**config.mk**
```make
export PLATFORM = sky130hd
export DESIGN_NAME = sem_flag_bank
export DESIGN_NICKNAME = d
export VERILOG_FILES = /design/src/rtl/sem_pkg.sv /design/src/rtl/sem_port_ctrl.sv /design/src/rtl/sem_flag_cell.sv /design/src/rtl/sem_flag_bank.sv
export SDC_FILE = /design/constraint.sdc
export NUM_CORES = 1
export LEC_CHECK = 0
export ABC_AREA = 1
export BUFFER_PORTS_ARGS = -buffer_cell sky130_fd_sc_hd__buf_2
export CAP_MARGIN = 10
export CORE_ASPECT_RATIO = 0.75
export CORE_MARGIN = 8
export CORE_UTILIZATION = 53
export DETAILED_ROUTE_END_ITERATION = 7
export PLACE_DENSITY = 0.8
export SETUP_SLACK_MARGIN = 0.3
export SLEW_MARGIN = 20
export SYNTH_ARGS = -nofsm -noshare
export SYNTH_HDL_FRONTEND = slang
export SYNTH_HIERARCHICAL = 1
export SYNTH_SLANG_ARGS = --single-unit
```
**constraint.sdc**
```tcl
create_clock -name clk -period 2.5 [get_ports clk]
set_clock_uncertainty 0.15 [all_clocks]
set_input_delay 0.25 -clock clk [delete_from_list [all_inputs] [get_ports clk]]
set_output_delay 0.25 -clock clk [all_outputs]
set_load 0.03 [all_outputs]
```
**src/rtl/sem_pkg.sv**
```systemverilog
package sem_pkg;

    typedef enum logic [2:0] {
        FREE          = 3'd0,
        L_HELD        = 3'd1,
        R_HELD        = 3'd2,
        L_HELD_R_WAIT = 3'd3,
        R_HELD_L_WAIT = 3'd4
    } flag_state_t;

    typedef enum logic {
        STROBE_HIGH = 1'b0,
        STROBE_LOW  = 1'b1
    } strobe_state_t;

endpackage

```
**src/rtl/sem_port_ctrl.sv**
```systemverilog
module sem_port_ctrl
    import sem_pkg::*;
#(
    parameter int NUM_FLAGS = 8,
    parameter int DATA_W    = 16,
    localparam int SEL_W    = $clog2(NUM_FLAGS)
) (
    input  logic                 clk,
    input  logic                 rst_n,
    input  logic                 chip_sel,
    input  logic                 sem_sel,
    input  logic                 rd_wr,
    input  logic                 out_en,
    input  logic [SEL_W-1:0]     sel,
    input  logic                 wbit,
    input  logic [NUM_FLAGS-1:0] own_vec,
    output logic [NUM_FLAGS-1:0] req_vec,
    output logic [NUM_FLAGS-1:0] rel_vec,
    output logic [DATA_W-1:0]    rdata,
    output logic                 rvalid
);

    strobe_state_t state_q, state_d;
    logic          access_ok;
    logic          wr_evt;
    logic          rd_bit;

    assign access_ok = sem_sel & ~chip_sel;

    always_ff @(posedge clk or negedge rst_n) begin
        if (!rst_n) state_q <= STROBE_HIGH;
        else        state_q <= state_d;
    end

    always_comb begin
        state_d = state_q;
        wr_evt  = 1'b0;
        unique case (state_q)
            STROBE_HIGH: if (!rd_wr) state_d = STROBE_LOW;
            STROBE_LOW: begin
                if (rd_wr) begin
                    state_d = STROBE_HIGH;
                    wr_evt  = access_ok;
                end
            end
            default: state_d = STROBE_HIGH;
        endcase
    end

    for (genvar i = 0; i < NUM_FLAGS; i++) begin : g_dec
        assign req_vec[i] = wr_evt && (sel == SEL_W'(i)) && !wbit;
        assign rel_vec[i] = wr_evt && (sel == SEL_W'(i)) &&  wbit;
    end

    always_comb begin
        rvalid = access_ok & rd_wr & out_en;
        rd_bit = ~own_vec[sel];
        rdata  = rvalid ? {DATA_W{rd_bit}} : '0;
    end

    // a write event touches at most one flag
    a_r1_single_target: assert property (@(posedge clk) disable iff (!rst_n)
        $onehot0(req_vec | rel_vec));

    // writes only on a low-to-high strobe
    a_r2_strobe_edge: assert property (@(posedge clk) disable iff (!rst_n)
        (|(req_vec | rel_vec)) |-> (rd_wr && !$past(rd_wr)));

    // illegal select combination blocks both directions
    a_r7_illegal_blocked: assert property (@(posedge clk) disable iff (!rst_n)
        (chip_sel && sem_sel) |-> (req_vec == '0 && rel_vec == '0 && !rvalid));

endmodule

```
**src/rtl/sem_flag_cell.sv**
```systemverilog
module sem_flag_cell
    import sem_pkg::*;
(
    input  logic clk,
    input  logic rst_n,
    input  logic l_req,
    input  logic l_rel,
    input  logic r_req,
    input  logic r_rel,
    output logic l_own,
    output logic r_own
);

    flag_state_t state_q, state_d;

    always_ff @(posedge clk or negedge rst_n) begin
        if (!rst_n) state_q <= FREE;
        else        state_q <= state_d;
    end

    always_comb begin
        state_d = state_q;
        unique case (state_q)
            FREE: begin
                if (l_req && r_req) state_d = L_HELD_R_WAIT;
                else if (l_req)     state_d = L_HELD;
                else if (r_req)     state_d = R_HELD;
            end
            L_HELD: begin
                if (l_rel)      state_d = r_req ? R_HELD : FREE;
                else if (r_req) state_d = L_HELD_R_WAIT;
            end
            R_HELD: begin
                if (r_rel)      state_d = l_req ? L_HELD : FREE;
                else if (l_req) state_d = R_HELD_L_WAIT;
            end
            L_HELD_R_WAIT: begin
                if (l_rel && r_rel) state_d = FREE;
                else if (l_rel)     state_d = R_HELD;
                else if (r_rel)     state_d = L_HELD;
            end
            R_HELD_L_WAIT: begin
                if (l_rel && r_rel) state_d = FREE;
                else if (r_rel)     state_d = L_HELD;
                else if (l_rel)     state_d = R_HELD;
            end
            default: state_d = FREE;
        endcase
    end

    always_comb begin
        l_own = (state_q == L_HELD) || (state_q == L_HELD_R_WAIT);
        r_own = (state_q == R_HELD) || (state_q == R_HELD_L_WAIT);
    end

    // simultaneous claims on a free flag favour the left port
    a_r4_left_first: assert property (@(posedge clk) disable iff (!rst_n)
        (state_q == FREE && l_req && r_req) |=> (l_own && state_q == L_HELD_R_WAIT));

    // owner release hands the flag to the waiter
    a_r5_handoff_right: assert property (@(posedge clk) disable iff (!rst_n)
        (state_q == L_HELD_R_WAIT && l_rel && !r_rel) |=> (r_own && !l_own));

    a_r5_handoff_left: assert property (@(posedge clk) disable iff (!rst_n)
        (state_q == R_HELD_L_WAIT && r_rel && !l_rel) |=> (l_own && !r_own));

    // waiter release withdraws the claim and keeps the owner
    a_r6_withdraw: assert property (@(posedge clk) disable iff (!rst_n)
        (state_q == L_HELD_R_WAIT && r_rel && !l_rel) |=> (state_q == L_HELD));

    // with no write, ownership does not move
    a_r6_hold: assert property (@(posedge clk) disable iff (!rst_n)
        !(l_req || l_rel || r_req || r_rel) |=> ($stable(l_own) && $stable(r_own)));

endmodule

```
**src/rtl/sem_flag_bank.sv**
```systemverilog
module sem_flag_bank
    import sem_pkg::*;
#(
    parameter int NUM_FLAGS = 8,
    parameter int ADDR_W    = 14,
    parameter int DATA_W    = 16
) (
    input  logic              clk,
    input  logic              rst_n,
    input  logic              l_chip_sel,
    input  logic              l_sem_sel,
    input  logic              l_rd_wr,
    input  logic              l_out_en,
    input  logic [ADDR_W-1:0] l_addr,
    input  logic [DATA_W-1:0] l_wdata,
    output logic [DATA_W-1:0] l_rdata,
    output logic              l_rvalid,
    input  logic              r_chip_sel,
    input  logic              r_sem_sel,
    input  logic              r_rd_wr,
    input  logic              r_out_en,
    input  logic [ADDR_W-1:0] r_addr,
    input  logic [DATA_W-1:0] r_wdata,
    output logic [DATA_W-1:0] r_rdata,
    output logic              r_rvalid
);

    localparam int SEL_W = $clog2(NUM_FLAGS);

    logic [NUM_FLAGS-1:0] l_req, l_rel, r_req, r_rel;
    logic [NUM_FLAGS-1:0] l_own, r_own;
    logic                 unused_bits;

    assign unused_bits = ^{l_addr[ADDR_W-1:SEL_W], r_addr[ADDR_W-1:SEL_W],
                           l_wdata[DATA_W-1:1], r_wdata[DATA_W-1:1]};

    sem_port_ctrl #(.NUM_FLAGS(NUM_FLAGS), .DATA_W(DATA_W)) u_left (
        .clk      (clk),
        .rst_n    (rst_n),
        .chip_sel (l_chip_sel),
        .sem_sel  (l_sem_sel),
        .rd_wr    (l_rd_wr),
        .out_en   (l_out_en),
        .sel      (l_addr[SEL_W-1:0]),
        .wbit     (l_wdata[0]),
        .own_vec  (l_own),
        .req_vec  (l_req),
        .rel_vec  (l_rel),
        .rdata    (l_rdata),
        .rvalid   (l_rvalid)
    );

    sem_port_ctrl #(.NUM_FLAGS(NUM_FLAGS), .DATA_W(DATA_W)) u_right (
        .clk      (clk),
        .rst_n    (rst_n),
        .chip_sel (r_chip_sel),
        .sem_sel  (r_sem_sel),
        .rd_wr    (r_rd_wr),
        .out_en   (r_out_en),
        .sel      (r_addr[SEL_W-1:0]),
        .wbit     (r_wdata[0]),
        .own_vec  (r_own),
        .req_vec  (r_req),
        .rel_vec  (r_rel),
        .rdata    (r_rdata),
        .rvalid   (r_rvalid)
    );

    for (genvar f = 0; f < NUM_FLAGS; f++) begin : g_flag
        sem_flag_cell u_cell (
            .clk   (clk),
            .rst_n (rst_n),
            .l_req (l_req[f]),
            .l_rel (l_rel[f]),
            .r_req (r_req[f]),
            .r_rel (r_rel[f]),
            .l_own (l_own[f]),
            .r_own (r_own[f])
        );
    end

    // R8 / exclusivity: no flag is ever owned by both ports
    a_r8_exclusive: assert property (@(posedge clk) disable iff (!rst_n)
        (l_own & r_own) == '0);

endmodule

```
## Word level (Yosys, flattened, before mapping)

Index checks and enable logic that the tools add are counted.

| operators by class | value |
|---|---|
| eq/ne operators | 86 |
| bitwise logic cells | 10 |
| mux-type cells | 140 |
| $lt $le $gt $ge | 2 |
| reduce and logical (&&, ||, !) cells | 100 |

Operators with widths:

| cell | number |
|---|---|
| 3-bit 2-to-1 mux | 104 |
| 3-bit one-hot mux with 5 select lines | 8 |
| 4-bit by 1-bit != test with 1-bit output (second input constant) | 24 |
| 1-bit logical AND | 64 |
| 3-bit by 2-bit == test with 1-bit output (second input constant) | 20 |
| 3-bit == test (second input constant) | 16 |
| 3-bit by 1-bit != test with 1-bit output (second input constant) | 16 |
| 5-bit AND reduction | 8 |
| 16-bit 2-to-1 mux | 2 |
| 3-bit by 1-bit == test with 1-bit output (second input constant) | 10 |
| 3-bit zero test | 10 |
| 1-bit logical OR | 16 |
| 1-bit 2-to-1 mux | 16 |
| 2-bit 2-to-1 mux | 8 |
| 3-bit by 4-bit < comparator with 1-bit output (second input constant) | 2 |
| 1-bit AND | 6 |
| 1-bit binary-select mux with 3-bit select | 2 |
| 1-bit NOT | 4 |
| 1-bit zero test | 2 |

| storage, ports and cells | value |
|---|---|
| output and inout bits | 34 |
| bits in registers | 26 |
| input port bits | 70 |

## Depth between registers and ports, before layout

| logic depth | value |
|---|---|
| word-level depth | 10 |
| depth in mapped cells | 14 |
| gate-level depth less buffers | 14 |

## Modules after synthesis

The synthesis kept the hierarchy.

By module, submodules not included:

| module | area an instance (µm²) | times used | cells an instance |
|---|---|---|---|
| sem_flag_cell | 387.9 | 8 | 65 |
| sem_port_ctrl | 471.7 | 2 | 75 |

## Worst setup path before layout

Ideal clock, no wire load.

| timing path | value |
|---|---|
| kind | input-to-output |
| start point | input port l_rd_wr |
| end point | output port l_rdata[10] |
| arrival time | 2.160 ns |
| cell stages on the path | 7 |
| setup slack | -0.060 ns |
| required time | 2.100 ns |
| cells stage by stage | inv_2 nor2_2 nand2_2 nor2_1 nand2_1 nor2_1 buf_4 |

| on the way | value |
|---|---|
| longest elaborated chain between the ends | 3 |

Ends and longest elaborated chain:

| item | RTL line | text |
|---|---|---|
| start, declared | sem_flag_bank.sv:12 | `input logic l_rd_wr,` |
| 1-bit AND (2 in series) | sem_port_ctrl.sv:56 | `rvalid = access_ok & rd_wr & out_en;` |
| named net l_rvalid | sem_flag_bank.sv:17 | `output logic l_rvalid,` |
| 16-bit 2-to-1 mux | sem_port_ctrl.sv:58 | `rdata = rvalid ? {DATA_W{rd_bit}} : '0;` |
| end, declared | sem_flag_bank.sv:16 | `output logic [DATA_W-1:0] l_rdata,` |

The timed path passes the listed nets, and every way through them passes these cells.

## Final worst setup path

| timing path | value |
|---|---|
| start point | register g_flag[6].u_cell.state_q[2] |
| end point | output port r_rdata[10] |

| on the way | value |
|---|---|
| longest elaborated chain between the ends | 6 |
| elaborated cells on any way between the ends | 7 |

Ends and longest elaborated chain:

| item | RTL line | text |
|---|---|---|
| start, declared | sem_flag_cell.sv:14 | `flag_state_t state_q, state_d;` |
| start signal, assigned | sem_flag_cell.sv:18 | `else state_q <= state_d;` |
| 3-bit by 2-bit == test with 1-bit output / 3-bit == test (equally long branches) | sem_flag_cell.sv:53 | `r_own = (state_q == R_HELD) \|\| (state_q == R_HELD_L_WAIT);` |
| 1-bit logical OR (*) | sem_flag_cell.sv:53 |  |
| named net r_own[6] | sem_flag_bank.sv:31 | `logic [NUM_FLAGS-1:0] l_own, r_own;` |
| 1-bit binary-select mux with 3-bit select (*) | sem_port_ctrl.sv:57 | `rd_bit = ~own_vec[sel];` |
| 1-bit 2-to-1 mux (implied by the code) (*) | sem_port_ctrl.sv:57 |  |
| 1-bit NOT (*) | sem_port_ctrl.sv:57 |  |
| 16-bit 2-to-1 mux (*) | sem_port_ctrl.sv:58 |  |
| end, declared | sem_flag_bank.sv:24 | `output logic [DATA_W-1:0] r_rdata,` |

The timed path passes the listed nets; every way through them passes the cells marked *. The select of a mux whose other input is x is not followed.

==> out/metrics.csv <==
stage,metric,value,unit
outcome,status,finished clean,
power,swShare,51.1,%
final_layout,drive_gt1_share,41.1,%
detailed_routing,vias_per_cell,5.65,
timing,rsz0062_at_grt,true,
timing,setup_violations,0,
min_path,worstHoldStart,l_addr[2],
synth,synth_cell_type_count,21,
placed_design,detailedPlace.worstSlack,0.336,ns
timing,timing.setup.tns,0,ns
global_route,grt_first_pass_wirelength,19.6,mm
final_layout,final_net_count,811,
power,power_switching,2.00,mW
timing,period_share,89.5,%
timing,fin_crit,2.24,ns
final_layout,postLayoutCellArea,0.00512,mm^2
power,vdd_drop_max,0.550,mV
floorplan,num_io_pins,104,
detailed_routing,dr.pass1.iters,5,
setup_path,startpoint,g_flag[6].u_cell/state_q[2],
setup_path,reg2reg_slack,0.44,ns
synth,yosysSeqAreaShare,16.1,%
floorplan,die_w,117,um
placed_design,dp_hpwl,7.91,mm
floorplan,core-area,0.00736,mm^2
job,maxCapViolations,0,
clocking,htree_levels,1,
synth,ys_warn_count,6,
floorplan,start_util,54.9,%
clocking,root_buffer,clkbuf_8,
synth,synth_fp_nets,740,
timing,tightestPinTransition,0.694,ns
detailed_routing,num_vias,4753,
power,power_frac_seq,20.0,%
placed_design,placed_area,0.00395,mm^2
clocking,clkTransAtPathRegs,0.11,ns
floorplan,dieHeight,91.7,um
clocking,ctsLongestPathBuffers,2,
synth,avgSynthCellArea,6.04,um^2
placed_design,gp_congestion,0.938,
timing,slew_violations,0,
synth,synthCells,670,
setup_path,cp.arrival,1.84,ns
global_route,grt_max_degree,27,
floorplan,fp-row-count,27,
min_path,hp-class,primary input to register,
detailed_routing,wl,12.9,mm
setup_path,path_class,register to primary output,
final_layout,antennaDiodeCount,0,
setup_path,rr_worst_depth,11,
global_route,antenna_found_initial,0,
power,combPwrFrac,72.3,%
setup_path,cp.required,2.10,ns
setup_path,r2r-start,u_right/state_q,
setup_path,critPathCapture,r_rdata[10],
timing,layout_setup_ws,0.262,ns
detailed_routing,first_iter_violations,625,
global_route,grtUsageTotal,21.8,%
power,p_leak,2.51,nW
clocking,numCtsBuffers,3,
power,p_int,1.91,mW
floorplan,design.die.area,0.0107,mm^2
placed_design,numPortBuffers,51,
setup_path,r2r_end,g_flag[5].u_cell/state_q[1],
synth,netlist_area,0.00405,mm^2
power,powerDensity,765,mW/mm^2
timing,fmax,447,MHz
clocking,cts.sinks,26,
setup_path,endpoint_kind,primary output,
clocking,cts_tree,yes,
global_route,grt_pass1_vias,4304,
synth,ys_ff_latch,26,
power,clkPwrFrac,7.7,%
timing,slew_headroom,53.7,%
clocking,clock_latency,0.28,ns
final_layout,area_growth,26.5,%
setup_path,cp_max_fo,8,
detailed_routing,routedWlPerCell,15.3,um
detailed_routing,drc_errors,0,
setup_path,worstSetupStartpointType,register,
global_route,grt_remaining_overflow,0,
detailed_routing,final_antenna_net_count,0,
timing,hold_violations,0,
## stage by stage
stage / hold slack [ns] / total power, mW / instances / util (%)
floorplan: -0.196 / 2.45 / 670 / -
global placement: 0.164 / 2.52 / 757 / 53.6
detailed placement: 0.174 / 2.58 / 757 / 53.6
CTS: 0.343 / 3.49 / 817 / 63.9
global route: 0.401 / 4.21 / 841 / 69.5
finish: 0.362 / 3.92 / 841 / 69.5
## per-layer routing
metal,wire (um),up-vias,GRT usage (%)
met5,0,-,0
met4,338,0,5.95
met3,1040,37,3.73
met2,6390,249,37.5
met1,5120,2197,27.2
li1,-,2270,-
## cell families after synthesis
group / after synthesis / share of synthesized area (%)
buffers and inverters: 164 / 21.5
AND/OR/NAND/NOR: 440 / 55.5
AO/OA/AOI/OAI: 40 / 6.93
flip-flops: 26 / 16.1
## power by group through the flow
stage | sequential (mW) | clock [mW] | combinational (mW)
after global routing | 0.798 | 0.332 | 3.08
after detailed placement | 0.860 | 0 | 1.73
final | 0.783 | 0.304 | 2.83
after global placement | 0.853 | 0 | 1.67
after CTS | 0.769 | 0.314 | 2.40
after floorplan | 0.582 | 0 | 1.87
## placed cells by master (no fill, tap or decap), drive strengths merged
cell type,instances
nand4,26
nor3,24
buf,127
dlygate4sd3,3
clkbuf,4
nand2,158
o21ai,16
nand3,120
o211ai,8
clkinv,2
inv,96
o2111ai,8
dfrtp,26
a21oi,8
nor2,114
## registers in the layout, indices dropped and copies added (netlist names)
| register | flops |
|---|---|
| u_left/state_q | 1 |
| u_right/state_q | 1 |
| g_flag.u_cell/state_q | 24 |
## final cells by class
cell class,count,area [um^2]
Clock buffer,4,55.1
Fill cell,602,2240
Inverter,98,410
Multi-Input combinational cell,482,2760
Sequential cell,26,679
Tap cell,101,126
Timing Repair Buffer,130,1090
## synthesized netlist by cell type
library cell	count	area share, %
clkbuf_1	8	0.74
buf_6	16	4.5
nor2_2	12	1.9
nand2_1	136	13
nor3_2	24	5.9
dfrtp_1	26	16
nor2_1	82	7.6
nand2_2	20	3.1
inv_2	30	2.8
o21ai_0	8	0.99
buf_4	32	5.9
nor2_4	18	5.0
a21oi_2	8	1.7
nand2_4	2	0.56
buf_2	10	1.2
o2111ai_1	8	1.7
o211ai_1	8	1.5
nand4_1	26	4.0
inv_1	68	6.3
o21ai_1	8	0.99
nand3_1	120	15
## critical path: stages, from the launching register on
cell and delay (ns):
dfrtp_2 0.45, buf_6 0.14, nand2_4 0.06, nand2_2 0.05, nand3_2 0.07, nand2_1 0.07
nor2_2 0.15, nor2_4 0.07, nor2_4 0.29, buf_6 0.19
## worst min-delay path by stage
stage	endpoint	slack (ns)	cells after the start
3_3_place_gp	g_flag[6].u_cell/state_q[1]	0.16	1
6_report	g_flag[6].u_cell/state_q[0]	0.36	5
4_1_cts	g_flag[6].u_cell/state_q[0]	0.34	5
5_1_grt	g_flag[7].u_cell/state_q[0]	0.40	5
2_1_floorplan	g_flag[0].u_cell/state_q[0]	-0.20	0
3_5_place_dp	g_flag[6].u_cell/state_q[2]	0.17	1
## repair_timing
action                                  CTS  global route
buffers inserted                         52            23
hold endpoints to repair                 28             0
hold buffers                              3             0
cloned                                    1             1
endpoints found under the setup margin   32            32
pin swaps                                21            16
resized for setup                        93            81
Note: power is estimated with default switching activity, not from simulation.
